### config.mk
export PLATFORM = sky130hd
export DESIGN_NAME = brx_unit
export DESIGN_NICKNAME = d
export VERILOG_FILES = /design/src/rtl/brx_pkg.sv /design/src/rtl/brx_compare.sv /design/src/rtl/brx_target.sv /design/src/rtl/brx_link.sv /design/src/rtl/brx_unit.sv
export SDC_FILE = /design/constraint.sdc
export NUM_CORES = 1
export LEC_CHECK = 0
export BUFFER_PORTS_ARGS = -buffer_cell sky130_fd_sc_hd__buf_2
export CAP_MARGIN = 5
export CELL_PAD_IN_SITES_DETAIL_PLACEMENT = 0
export CELL_PAD_IN_SITES_GLOBAL_PLACEMENT = 2
export CORE_UTILIZATION = 29
export CTS_BUF_LIST = sky130_fd_sc_hd__clkbuf_8 sky130_fd_sc_hd__clkbuf_16
export DETAILED_ROUTE_END_ITERATION = 10
export PLACE_DENSITY = 0.92
export SLEW_MARGIN = 20
export SYNTH_ARGS = -nofsm -noshare
export SYNTH_HDL_FRONTEND = slang
export SYNTH_SLANG_ARGS = --single-unit
export TNS_END_PERCENT = 30
### constraint.sdc
create_clock -name clk -period 7.2 [get_ports clk]
set_input_delay 1.44 -clock clk [delete_from_list [all_inputs] [get_ports clk]]
set_output_delay 1.44 -clock clk [all_outputs]
set_load 0.03 [all_outputs]
### src/rtl/brx_pkg.sv
package brx_pkg;

    localparam int XLEN      = 32;
    localparam int OPW       = 3;
    localparam int INSN_BYTES = 4;
    localparam int WORD_SHIFT = 2;

    typedef enum logic [OPW-1:0] {
        OP_NONE = 3'd0,
        OP_BEQ  = 3'd1,
        OP_BNE  = 3'd2,
        OP_JMP  = 3'd3,
        OP_JAL  = 3'd4
    } op_e;

    typedef struct packed {
        logic            redirect;
        logic            flush;
        logic            link_we;
        logic [XLEN-1:0] target;
        logic [XLEN-1:0] link;
    } decision_t;

    function automatic logic is_cond(input logic [OPW-1:0] op);
        return (op == OP_BEQ) || (op == OP_BNE);
    endfunction

    function automatic logic is_uncond(input logic [OPW-1:0] op);
        return (op == OP_JMP) || (op == OP_JAL);
    endfunction

endpackage

### src/rtl/brx_compare.sv
module brx_compare
    import brx_pkg::*;
#(
    parameter int W = XLEN
) (
    input  logic [W-1:0]   a,
    input  logic [W-1:0]   b,
    input  logic [OPW-1:0] op,
    output logic           taken
);
    logic [W-1:0] diff;
    logic         same;

    // bitwise difference reduced to a single equality flag
    assign diff = a ^ b;
    assign same = ~|diff;

    always_comb begin
        taken = 1'b0;
        if (is_uncond(op)) begin
            taken = 1'b1;
        end else if (is_cond(op)) begin
            // one comparator, sense inverted for not-equal
            taken = (op == OP_BNE) ? ~same : same;
        end
    end
endmodule

### src/rtl/brx_target.sv
module brx_target
    import brx_pkg::*;
#(
    parameter int W     = XLEN,
    parameter int SHIFT = WORD_SHIFT,
    parameter int STEP  = INSN_BYTES
) (
    input  logic [W-1:0] pc,
    input  logic [W-1:0] offset,
    output logic [W-1:0] seq_pc,
    output logic [W-1:0] target
);
    localparam logic [W-1:0] STEP_V = W'(STEP);

    assign seq_pc = pc + STEP_V;
    assign target = seq_pc + (offset << SHIFT);
endmodule

### src/rtl/brx_link.sv
module brx_link
    import brx_pkg::*;
#(
    parameter int W    = XLEN,
    parameter int STEP = INSN_BYTES
) (
    input  logic [W-1:0]   seq_pc,
    input  logic           delayed,
    input  logic [OPW-1:0] op,
    output logic           link_we,
    output logic [W-1:0]   link
);
    localparam logic [W-1:0] STEP_V = W'(STEP);

    always_comb begin
        link_we = (op == OP_JAL);
        link    = '0;
        if (link_we) begin
            // delay-slot mode returns past the slot
            link = delayed ? (seq_pc + STEP_V) : seq_pc;
        end
    end
endmodule

### src/rtl/brx_unit.sv
module brx_unit
    import brx_pkg::*;
(
    input  logic             clk,
    input  logic             rst,
    input  logic             delay_mode,
    input  logic             hold,
    input  logic [OPW-1:0]   op_class,
    input  logic [XLEN-1:0]  opnd_a,
    input  logic [XLEN-1:0]  opnd_b,
    input  logic [XLEN-1:0]  br_pc,
    input  logic [XLEN-1:0]  br_offset,
    output logic             redirect,
    output logic [XLEN-1:0]  target_pc,
    output logic             flush_fd,
    output logic             link_we,
    output logic [XLEN-1:0]  link_addr
);
    logic            taken_c;
    logic [XLEN-1:0] seq_pc_c;
    logic [XLEN-1:0] target_c;
    logic            link_we_c;
    logic [XLEN-1:0] link_c;
    decision_t       next_d;
    decision_t       dec_q;

    brx_compare #(.W(XLEN)) u_cmp (
        .a     (opnd_a),
        .b     (opnd_b),
        .op    (op_class),
        .taken (taken_c)
    );

    brx_target #(.W(XLEN), .SHIFT(WORD_SHIFT), .STEP(INSN_BYTES)) u_tgt (
        .pc     (br_pc),
        .offset (br_offset),
        .seq_pc (seq_pc_c),
        .target (target_c)
    );

    brx_link #(.W(XLEN), .STEP(INSN_BYTES)) u_lnk (
        .seq_pc  (seq_pc_c),
        .delayed (delay_mode),
        .op      (op_class),
        .link_we (link_we_c),
        .link    (link_c)
    );

    always_comb begin
        next_d = '0;
        if (!hold && taken_c) begin
            next_d.redirect = 1'b1;
            next_d.target   = target_c;
            next_d.flush    = ~delay_mode;
        end
        if (!hold && link_we_c) begin
            next_d.link_we = 1'b1;
            next_d.link    = link_c;
        end
    end

    always_ff @(posedge clk) begin
        if (rst) begin
            dec_q <= '0;
        end else begin
            dec_q <= next_d;
        end
    end

    assign redirect  = dec_q.redirect;
    assign target_pc = dec_q.target;
    assign flush_fd  = dec_q.flush;
    assign link_we   = dec_q.link_we;
    assign link_addr = dec_q.link;
endmodule

; ---- Yosys cells after proc, flatten, opt, wreduce, memory -nomap -nowiden
; Cells that the tools add are included.
[word_totals]
ff_bits = 67
input_bits = 135
output_inout_bits = 67
wordCells = 32
[op_classes]
addsub = 3
eq_ne = 4
mux = 6
bitwise_logic = 5
n_reduce_logical = 9
[op_table]
columns = operator, n
row1 = "32-bit by 3-bit adder with 32-bit output, second input constant", 2
row2 = 32-bit adder, 1
row3 = 32-bit two-way mux, 1
row4 = 32-bit OR reduction, 1
row5 = 32-bit bitwise XOR, 1
row6 = "3-bit by 2-bit equality test with 1-bit output, second input constant", 2
row7 = 1-bit two-way mux, 4
row8 = 1-bit NOT, 4
row9 = "3-bit by 1-bit equality test with 1-bit output, second input constant", 1
row10 = "3-bit equality test, second input constant", 1
row11 = 3-bit OR reduction, 1
row12 = 1-bit logical AND, 2
row13 = 1-bit logical NOT, 2
row14 = 1-bit logical OR, 2
row15 = 2-bit two-way mux, 1
row16 = 2-bit OR reduction, 1

; ---- Longest topological paths before layout
; Gate-level depths: netlist of the first run.
[depth]
depth_word = 9
ltp_mapped = 16
ltp_nobuf = 14

; ---- Cells and area by module
; Synthesis of the first run repeated with hierarchy kept, for this count alone.
[unflattened]
cells_unflattened = 652
area_unflattened_um2 = 5845.6
[modules_own_cells]
columns = mod, n_inst, cells_per_inst, area_each_um2, seq_area_each_um2
row1 = brx_unit, 1, 154, 2449.8, 1341.3
row2 = brx_target, 1, 320, 2167.1, 0.0
row3 = brx_link, 1, 130, 844.6, 0.0
row4 = brx_compare, 1, 48, 384.1, 0.0

; ---- Least setup slack after synthesis of the first run
; Ideal clock, no wire load.
[synth_timing]
path_kind = input to register
startpoint = in br_pc[16]
endpoint = reg dec_q, in the netlist target_pc[31]
setup_ns = 0.080
arrival_time_ns = 4.554
required_time_ns = 7.120
path_slack_ns = 2.566
stages = 14
path_buffers = 2
cell_sequence = clkbuf_1 -> nand4_1 -> or4_1 -> buf_2 -> nor3_1 -> nand2_1 -> xnor2_1 -> ha_1 -> a21o_1 -> a21o_1 -> a21o_1 -> a221o_1 -> o21ai_0 -> nor3b_1
[synth_between]
elab_chain_cells = 2
[synth_rtl]
columns = item, line
row1 = from (decl), brx_unit.sv:11  ; input logic [XLEN-1:0] br_pc,
row2 = 32-bit by 3-bit adder with 32-bit output, brx_target.sv:15  ; assign seq_pc = pc + STEP_V;
row3 = 32-bit adder, brx_target.sv:16  ; assign target = seq_pc + (offset << SHIFT);
row4 = to (signal assigned), brx_unit.sv:66  ; dec_q <= next_d;
row5 = to (decl), brx_unit.sv:25  ; decision_t dec_q;
; Every way passes these cells.
; A chain may end at the register's enable or synchronous reset.

; ---- Worst setup path after layout of the first run
[layout_timing]
startpoint = in br_pc[4]
endpoint = reg dec_q, in the netlist target_pc[26]
; The elaborated chain is that of the path after synthesis.

==> impl_metrics.env, run 1 <==
export IMPL_status="finished clean"
export IMPL_grt_use_total_pct=17.5
export IMPL_yosys_warnings=0
export IMPL_first_pass_iters=4
export IMPL_dieArea_sq_um=17700
export IMPL_drt_wl_total_mm=15.8
export IMPL_drv_slew=0
export IMPL_power_frac_clock_pct=37.3
export IMPL_critical_path_max_stage_delay_ps=620
export IMPL_postCtsResizedCells=0
export IMPL_clkSlewWorstSetupHoldPaths_ps=60
export IMPL_power_switching_mw=0.351
export IMPL_grt_pass1_wl_mm=24.2
export IMPL_async_flop_share_pct=0
export IMPL_final_cells=1040
export IMPL_wl_per_cell_um=15.2
export IMPL_synth_main_ff_cell="dfxtp_1"
export IMPL_hold_violations=0
export IMPL_vdd_drop_max_mv=0.0942
export IMPL_worstPathArrival_ps=5180
export IMPL_comb_power_share_pct=28.0
export IMPL_layout_drive_gt1_share_pct=28.3
export IMPL_avgSynthCellArea_sq_um=8.03
export IMPL_sw_frac_of_total_pct=31.7
export IMPL_cts_tree="yes"
export IMPL_port_buffer_count=199
export IMPL_vias=5086
export IMPL_dp_cells=1024
export IMPL_grt_max_degree=32
export IMPL_route_met3_wl_um=978
export IMPL_worstPathMaxFanout=12
export IMPL_cp_required_ps=7380
export IMPL_min_to="target_pc[0]"
export IMPL_synthCells=622
export IMPL_p_leak_nw=2.94
export IMPL_clockRootBuffer="clkbuf_16"
export IMPL_viasPerCell=4.89
export IMPL_htree_levels=3
export IMPL_met1Wirelength_mm=7.28
export IMPL_die_h_um=133
export IMPL_cts_setup_buffers=0
export IMPL_top_layer="met5"
export IMPL_yosys_register_bits=67
export IMPL_cts_hold_buf=0
export IMPL_gp_congestion=0.896
export IMPL_whs_path_depth=3
export IMPL_period_share_pct=69.5
export IMPL_worstPathCellList="buf_2 > nand3_1 > nor2_1 > xnor2_1 > inv_1 > ha_1 > and3_1 > or4b_2 > nand3_1 > o21ai_0 > a31oi_1 > a21boi_0 > xor2_1 > nor2_1"
export IMPL_die_w_um=133
export IMPL_start_util_pct=29.9
export IMPL_rows=47
export IMPL_rsz0062_at_grt="no"
export IMPL_cts_sinks=67
export IMPL_fin_util_pct=38.8
export IMPL_clk_path_buf_depth=2
export IMPL_cellPowerDensity_nw_per_um2=171
export IMPL_mappedNetlistNets=796
export IMPL_tns_ps=0
export IMPL_seq_area_frac_synth_pct=26.9
export IMPL_ys_types=64
export IMPL_drc=0
export IMPL_clock_fmax_mhz=200
export IMPL_io_pin_count=202
export IMPL_antenna_found_initial=1
export IMPL_tightest_slew_ps=937
export IMPL_layout_nets=989
export IMPL_critPathKind="input pin to flop"
export IMPL_synth_edff_count=0
export IMPL_pwr_share_seq_pct=34.8
export IMPL_cp_start_kind="input pin"
export IMPL_synthesis_area_sq_um=4990
export IMPL_min_path_type="input pin to flop"
export IMPL_period_minus_slack_ps=5010
export IMPL_grt_ovfl_total=0
export IMPL_core_sq_um=16700
export IMPL_p_int_mw=0.755
export IMPL_dp_hpwl_mm=13.3
export IMPL_drv_cap=0
export IMPL_critPathSlowestCell="or4b_2"
export IMPL_ant_nets=0
export IMPL_drt_iter0_drc=236
export IMPL_n_antenna_cell=0
export IMPL_grt_pass1_vias=4784
export IMPL_area_growth_pct=29.7
export IMPL_end_kind="flop"
export IMPL_relSlewSlack_pct=37.5
export IMPL_worstHoldStart="br_pc[0]"
export IMPL_cts_inserted_buffers=9
export IMPL_setup_viol=0
export IMPL_met2_length_mm=7.18
-- power groups by stage --
| stage | clock network, mW | logic, mW | registers (mW) |
|---|---|---|---|
| floorplan | 0 | 0.183 | 0.415 |
| global placement | 0 | 0.308 | 0.393 |
| detailed placement | 0 | 0.309 | 0.393 |
| CTS | 0.423 | 0.310 | 0.385 |
| global route | 0.439 | 0.342 | 0.385 |
| finish | 0.412 | 0.309 | 0.385 |
-- area by class of cell --
class,count,area [sq um]
Multi-Input combinational cell,513,3480
Clock inverter,6,46.3
Inverter,23,86.3
Clock buffer,10,239
Sequential cell,67,1340
Tap cell,220,275
Fill cell,1783,10200
Timing Repair Buffer,201,1010
-- worst max-delay path: cells and delay by family --
kind,cells,cell delay (ps)
and+or+nand+nor,6,1850
AOI/OAI and AO/OA,3,730
xor gates and xnor gates,2,430
buffers and inverters,2,340
adders and majority gates,1,380
-- flip-flops by register name, summed over array words and instances, names as in the netlist --
name and cells:
link_addr 32, target_pc 32, flush_fd 1, link_we 1, redirect 1
-- cells in the final DEF, fill, tap and decap left out, types with 5 or more instances in the layout --
master and instances:
a211oi_1 5, a21o_1 15, a21oi_1 38, a31oi_1 7, and2_1 7, and3_1 8, buf_2 199, clkbuf_16 9
dfxtp_1 67, ha_1 38, inv_1 23, nand2_1 38, nand3_1 19, nand3b_1 5, nand4_1 18, nor2_1 73
nor2b_1 6, nor3_1 29, nor3b_1 6, nor4_1 12, o21a_1 7, o21ai_0 23, or3_1 6, or4_1 5
xnor2_1 65, xor2_1 29
-- kinds of logic after synthesis --
group,synth area share (%)
multiplexers,0.225
XOR/XNOR,16.5
AO/OA/AOI/OAI,16.2
buffers and inverters,3.53
adder cells (fa/ha/maj),9.92
AND/OR/NAND/NOR,26.8
flip-flops,26.9
-- metal layers --
layer	vias to the layer above	global-route usage (%)
met3	22	3.27
met5	-	0
met1	2277	22.3
met2	183	29.6
met4	2	6.00
li1	2602	-
-- cell usage after synthesis (4+ instances only) --
cell,number,area [sq um]
a211oi_1,5,37.5
a21boi_0,4,30.0
a21o_1,15,113
a21oi_1,38,190
a31oi_1,7,43.8
and2_1,7,43.8
and3_1,8,50.1
buf_2,6,30.0
clkbuf_1,10,37.5
dfxtp_1,67,1340
ha_1,38,475
inv_1,23,86.3
nand2_1,38,143
nand2b_1,4,25.0
nand3_1,19,95.1
nand3b_1,5,37.5
nand4_1,18,113
nor2_1,73,274
nor2b_1,6,37.5
nor3_1,29,145
nor3b_1,6,45.0
nor4_1,12,75.1
o21a_1,7,52.6
o21ai_0,23,115
o21bai_1,4,30.0
or2_2,4,25.0
or3_1,6,37.5
or4_1,5,37.5
xnor2_1,65,569
xor2_1,29,254
-- how the worst max path moves through the flow --
stage / startpoint / to / slack, ps
floorplan: br_pc[16] / target_pc[31] / 2570
global placement: br_pc[4] / target_pc[26] / 1900
detailed placement: br_pc[4] / target_pc[26] / 1900
CTS: br_pc[4] / target_pc[26] / 2240
global route: br_pc[4] / target_pc[26] / 1890
finish: br_pc[4] / target_pc[26] / 2190
-- metrics by stage --
stage               hold WS [ps]  area [sq um]  power (mW)  setup WS, ps
global route                1350          6470        1.17          1890
global placement            1670          6190       0.701          1900
finish                      1340          6470        1.11          2190
CTS                         1330          6470        1.12          2240
detailed placement          1680          6190       0.702          1900
floorplan                   1510          4990       0.598          2570
(Power assumes the default switching activity.)
==> run 2: changes to the inputs <==
- CORE_UTILIZATION: 29 -> 24
- PLACE_DENSITY: 0.92 -> 0.82
- clock period: 7.2 -> 4.4 ns (I/O delays scaled with it)
==> impl_metrics.env, run 2 (synthesis gave the netlist of run 1 again) <==
export IMPL_status="finished clean"
export IMPL_gp_congestion=0.860
export IMPL_clockRootBuffer="clkbuf_16"
export IMPL_port_buffer_count=199
export IMPL_path_buf_inv=2
export IMPL_wl_per_cell_um=15.0
export IMPL_post_place_ws_ps=203
export IMPL_vdd_drop_max_mv=0.128
export IMPL_cp_required_ps=4680
export IMPL_critPathKind="input pin to flop"
export IMPL_dp_hpwl_mm=14.4
export IMPL_grt_use_total_pct=15.8
export IMPL_period_share_pct=87.7
export IMPL_grt_ovfl_total=0
export IMPL_worstPathMaxFanout=10
export IMPL_drt_iter0_drc=205
export IMPL_clk_path_buf_depth=2
export IMPL_grt_pass1_wl_mm=26.3
export IMPL_dp_cells=1115
export IMPL_viasPerCell=4.61
export IMPL_setup_viol=0
export IMPL_antenna_found_initial=1
export IMPL_min_path_type="input pin to flop"
export IMPL_die_h_um=146
export IMPL_cts_setup_buffers=0
export IMPL_drc=0
export IMPL_drt_wl_total_mm=17.0
export IMPL_layout_common_cells="buf_2, nor2_1, dfxtp_1"
export IMPL_final_cells=1132
export IMPL_dieArea_sq_um=21400
export IMPL_drv_cap=0
export IMPL_start_util_pct=24.6
export IMPL_critical_path_max_stage_delay_ps=380
export IMPL_vias=5215
export IMPL_holdWs_ps=776
export IMPL_cp_top_family="compound AO/OA/AOI/OAI gates"
export IMPL_relSlewSlack_pct=56.8
export IMPL_htree_levels=3
export IMPL_p_leak_nw=3.14
export IMPL_rsz0062_at_grt="no"
export IMPL_tightest_slew_ps=643
export IMPL_postCtsResizedCells=0
export IMPL_layout_drive_gt1_share_pct=31.7
export IMPL_tns_ps=0
export IMPL_ant_nets=0
export IMPL_cts_hold_buf=0
export IMPL_core_sq_um=20300
export IMPL_report_power_total_mw=1.90
export IMPL_die_w_um=146
export IMPL_first_pass_iters=4
export IMPL_cp_start_kind="input pin"
export IMPL_worstPathArrival_ps=4140
export IMPL_end_kind="flop"
export IMPL_clkSlewWorstSetupHoldPaths_ps=70
export IMPL_io_pin_count=202
export IMPL_cellPowerDensity_nw_per_um2=277
export IMPL_worstPathCellList="buf_2 > nand3_1 > nor2_1 > buf_4 > nand3_1 > xnor2_1 > ha_1 > or2_2 > a21oi_1 > a21oi_1 > o2111ai_1 > a21oi_1 > o21ai_0 > o311a_1"
export IMPL_layout_nets=1030
export IMPL_cts_tree="yes"
export IMPL_cp_common_cell="a21oi_1"
export IMPL_nFillCells=2209
export IMPL_grt_max_degree=32
export IMPL_critPathSlowestCell="xnor2_1"
export IMPL_cts_inserted_buffers=9
export IMPL_rows=52
export IMPL_cts_sinks=67
export IMPL_period_minus_slack_ps=3860
export IMPL_area_growth_pct=37.7
export IMPL_layout_setup_ws_ps=541
export IMPL_hold_violations=0
export IMPL_drv_slew=0
export IMPL_final_common_cell="buf_2"
export IMPL_clock_fmax_mhz=259
export IMPL_grt_pass1_vias=5099
## run 2: where the power goes
part	switching [mW]	total, mW	internal (mW)
registers	0.00382	0.628	0.625
logic	0.305	0.542	0.237
clock network	0.293	0.734	0.441
total	0.601	1.90	1.30
## run 2: path summary, 6_finish.rpt
check | start | endpoint | slack (ps) | cells past startpoint
worst max-delay path | br_pc[4] | target_pc[27] | 540 | 14
worst min-delay path | br_pc[0] | link_addr[0] | 780 | 3
## run 2: metal layers
metal / track usage (%) / vias to the layer above / wire [um]
met4: 5.99 / 0 / 320
met5: 0 / - / 0
met3: 3.09 / 17 / 1170
met2: 27.8 / 191 / 8050
met1: 18.9 / 2322 / 7460
li1: - / 2685 / -
## run 2: cell type report
class / count / area, sq um / share of cell area, %
diodes: 1 / 2.50 / 0.0364
clock buffers: 9 / 225 / 3.28
multi-input cells: 513 / 3480 / 50.6
well taps: 270 / 338 / 4.91
flip-flops and latches: 67 / 1340 / 19.5
clock inverters: 7 / 75.1 / 1.09
repair buffers: 242 / 1330 / 19.4
inverters: 23 / 86.3 / 1.26
## run 2: per-stage QoR
stage | instance area (sq um) | util (%)
6_report | 6880 | 33.9
5_1_grt | 6870 | 33.9
4_1_cts | 6870 | 33.9
3_5_place_dp | 6570 | 32.4
3_3_place_gp | 6570 | 32.4
2_1_floorplan | 4990 | -
## run 2: tightest hold or removal path: stages
cell and delay (ps):
buf_2 80, inv_1 40, nor2_1 80
==> run 3: changes to the inputs <==
--- a/config.mk
+++ b/config.mk
@@ -10,11 +10,12 @@
 export CELL_PAD_IN_SITES_DETAIL_PLACEMENT = 0
 export CELL_PAD_IN_SITES_GLOBAL_PLACEMENT = 2
-export CORE_UTILIZATION = 24
+export CORE_UTILIZATION = 27
 export CTS_BUF_LIST = sky130_fd_sc_hd__clkbuf_8 sky130_fd_sc_hd__clkbuf_16
 export DETAILED_ROUTE_END_ITERATION = 10
-export PLACE_DENSITY = 0.82
-export SLEW_MARGIN = 20
+export PLACE_DENSITY = 0.84
+export SLEW_MARGIN = 40
 export SYNTH_ARGS = -nofsm -noshare
 export SYNTH_HDL_FRONTEND = slang
+export SYNTH_HIERARCHICAL = 1
 export SYNTH_SLANG_ARGS = --single-unit
 export TNS_END_PERCENT = 30
==> constraint.sdc (replaced) <==
create_clock -name clk -period 4.4 [get_ports clk]
set_input_delay 0.88 -clock clk [delete_from_list [all_inputs] [get_ports clk]]
set_output_delay 0.88 -clock clk [all_outputs]
set_load 0.01 [all_outputs]
==> impl_metrics.env, run 3 <==
export IMPL_tns_ps=0
export IMPL_drv_slew=0
export IMPL_die_h_um=149
export IMPL_layout_drive_gt1_share_pct=39.4
export IMPL_p_leak_nw=3.33
export IMPL_dp_hpwl_mm=14.8
export IMPL_vdd_drop_max_mv=0.146
export IMPL_end_kind="flop"
export IMPL_synth_most_common_cell="dfxtp_1"
export IMPL_cp_required_ps=4630
export IMPL_io_pin_count=202
export IMPL_clk_path_buf_depth=2
export IMPL_layout_setup_ws_ps=476
export IMPL_final_cells=1156
export IMPL_cp_top_family="compound AO/OA/AOI/OAI gates"
export IMPL_seq_area_frac_synth_pct=22.9
export IMPL_rows=53
export IMPL_cts_hold_buf=0
export IMPL_start_util_pct=27.6
export IMPL_avgSynthCellArea_sq_um=8.97
export IMPL_drt_iter0_drc=244
export IMPL_synthesis_area_sq_um=5850
export IMPL_cts_sinks=67
export IMPL_synthCells=652
export IMPL_cts_tree="yes"
export IMPL_mappedNetlistNets=822
export IMPL_n_antenna_cell=0
export IMPL_status="finished clean"
export IMPL_crit_path_start="br_pc[8]"
export IMPL_grt_pass1_wl_mm=27.7
export IMPL_clockRootBuffer="clkbuf_16"
export IMPL_grt_ovfl_total=0
export IMPL_viasPerCell=4.84
export IMPL_min_path_type="input pin to flop"
export IMPL_hold_violations=0
export IMPL_synth_area_top_cells="dfxtp_1, xor2_1, nor4bb_2"
export IMPL_yosys_warnings=6
export IMPL_synth_top_cell_area_share_pct=22.9
export IMPL_grt_pass1_vias=5206
export IMPL_htree_levels=3
export IMPL_dieArea_sq_um=22200
export IMPL_ys_types=66
export IMPL_grt_use_total_pct=16.5
export IMPL_port_buffer_count=199
export IMPL_yosys_register_bits=67
export IMPL_critPathSlowestCell="xor2_1"
export IMPL_drc=0
export IMPL_post_place_ws_ps=120
export IMPL_layout_nets=1046
export IMPL_clkSlewWorstSetupHoldPaths_ps=60
export IMPL_crit_end="target_pc[29]"
export IMPL_antenna_found_initial=1
export IMPL_first_pass_iters=6
export IMPL_grt_max_degree=42
export IMPL_critical_path_max_stage_delay_ps=500
export IMPL_period_share_pct=89.2
export IMPL_relSlewSlack_pct=51.7
export IMPL_period_minus_slack_ps=3920
export IMPL_vias=5599
export IMPL_cp_start_kind="input pin"
export IMPL_area_growth_pct=30.6
export IMPL_path_buf_inv=1
export IMPL_rsz0062_at_grt="no"
export IMPL_worstPathMaxFanout=6
export IMPL_dp_cells=1140
export IMPL_die_w_um=149
export IMPL_final_common_cell="buf_2"
export IMPL_place_area_sq_um=7310
export IMPL_cellPowerDensity_nw_per_um2=261
export IMPL_yosys_top_cells_count="dfxtp_1, xor2_1, nor2_1, a21oi_1, xnor2_1"
export IMPL_wl_per_cell_um=15.6
export IMPL_ant_nets=0
export IMPL_critPathKind="input pin to flop"
export IMPL_synth_main_ff_cell="dfxtp_1"
export IMPL_cp_depth=15
export IMPL_worstPathCellList="buf_2 > nand4_1 > nor2_1 > nand3_1 > nor3_1 > xor2_1 > ha_1 > a21oi_1 > o21ai_0 > a32oi_1 > a32o_1 > o31a_1 > o21ai_0 > xor2_1 > and4bb_2"
export IMPL_async_flop_share_pct=0
export IMPL_worstPathArrival_ps=4160
export IMPL_postCtsResizedCells=0
export IMPL_nFillCells=2231
export IMPL_fin_area_sq_um=7630
export IMPL_drv_cap=0
export IMPL_clock_fmax_mhz=255
export IMPL_cts_inserted_buffers=9
export IMPL_synth_top_area_cell="dfxtp_1"
export IMPL_layout_common_cells="buf_2, dfxtp_1, xor2_1"
export IMPL_setup_viol=0
export IMPL_tightest_slew_ps=718
export IMPL_synth_edff_count=0
export IMPL_drt_wl_total_mm=18.1
export IMPL_cts_setup_buffers=0
export IMPL_gp_congestion=0.820
export IMPL_core_sq_um=21200
-- run 3: cell count changes after synthesis, sizes merged, moves of 8 or more --
| cell | delta |
|---|---|
| a21oi | +8 |
| and4bb | +32 |
| buf | +12 |
| clkbuf | +8 |
| nor2 | -26 |
| nor3 | -21 |
| nor4bb | +32 |
| o31ai | +10 |
| xnor2 | -21 |
| xor2 | +26 |
-- run 3: area by class of cell --
cell class	instances	area, sq um	share of cell area, %
Inverter	19	71.3	0.934
Tap cell	275	344	4.51
Timing Repair Buffer	252	1400	18.3
Clock buffer	10	239	3.13
Clock inverter	6	81.3	1.07
Multi-Input combinational cell	527	4160	54.5
Sequential cell	67	1340	17.6
-- run 3: cell families (layout without fill, tap and decap cells) --
group,Yosys count,after routing,synth area share [%]
compound gates,117,117,12.9
xor+xnor,99,99,14.8
fa+ha+maj,35,35,7.62
buf+inv,58,287,5.89
flops,67,67,22.9
mux,3,3,0.514
simple gates,273,273,35.3
-- run 3: worst min path at each step --
| stage | cells after the start | endpoint | start | slack (ps) |
|---|---|---|---|---|
| after global routing | 2 | flush_fd | delay_mode | 820 |
| after detailed placement | 2 | flush_fd | delay_mode | 1180 |
| after CTS | 2 | flush_fd | delay_mode | 800 |
| after floorplan | 1 | flush_fd | delay_mode | 950 |
| final | 2 | flush_fd | delay_mode | 820 |
| after global placement | 2 | flush_fd | delay_mode | 1180 |
-- run 3: routing by layer --
layer / up-vias / track usage, % / share of wire [%]
li1: 2856 / - / -
met1: 2571 / 21.0 / 45
met2: 160 / 27.9 / 48
met3: 12 / 3.49 / 5.7
met4: 0 / 4.44 / 1.0
met5: - / 0 / 0
-- run 3: through the flow --
| step | total power [mW] | util, % | hold WS (ps) |
|---|---|---|---|
| after floorplan | 1.01 | - | 951 |
| after global placement | 1.23 | 34.6 | 1180 |
| after detailed placement | 1.23 | 34.6 | 1180 |
| after CTS | 2.03 | 36.1 | 803 |
| after global routing | 2.11 | 36.1 | 816 |
| final | 2.00 | 36.1 | 819 |
-- run 3: where the power goes --
part / internal (mW) / switching, mW / total [mW] / leakage, nW
clock: 0.507 / 0.275 / 0.782 / 0.165
sequential: 0.619 / 0.00280 / 0.622 / 0.542
combinational: 0.281 / 0.311 / 0.591 / 2.63
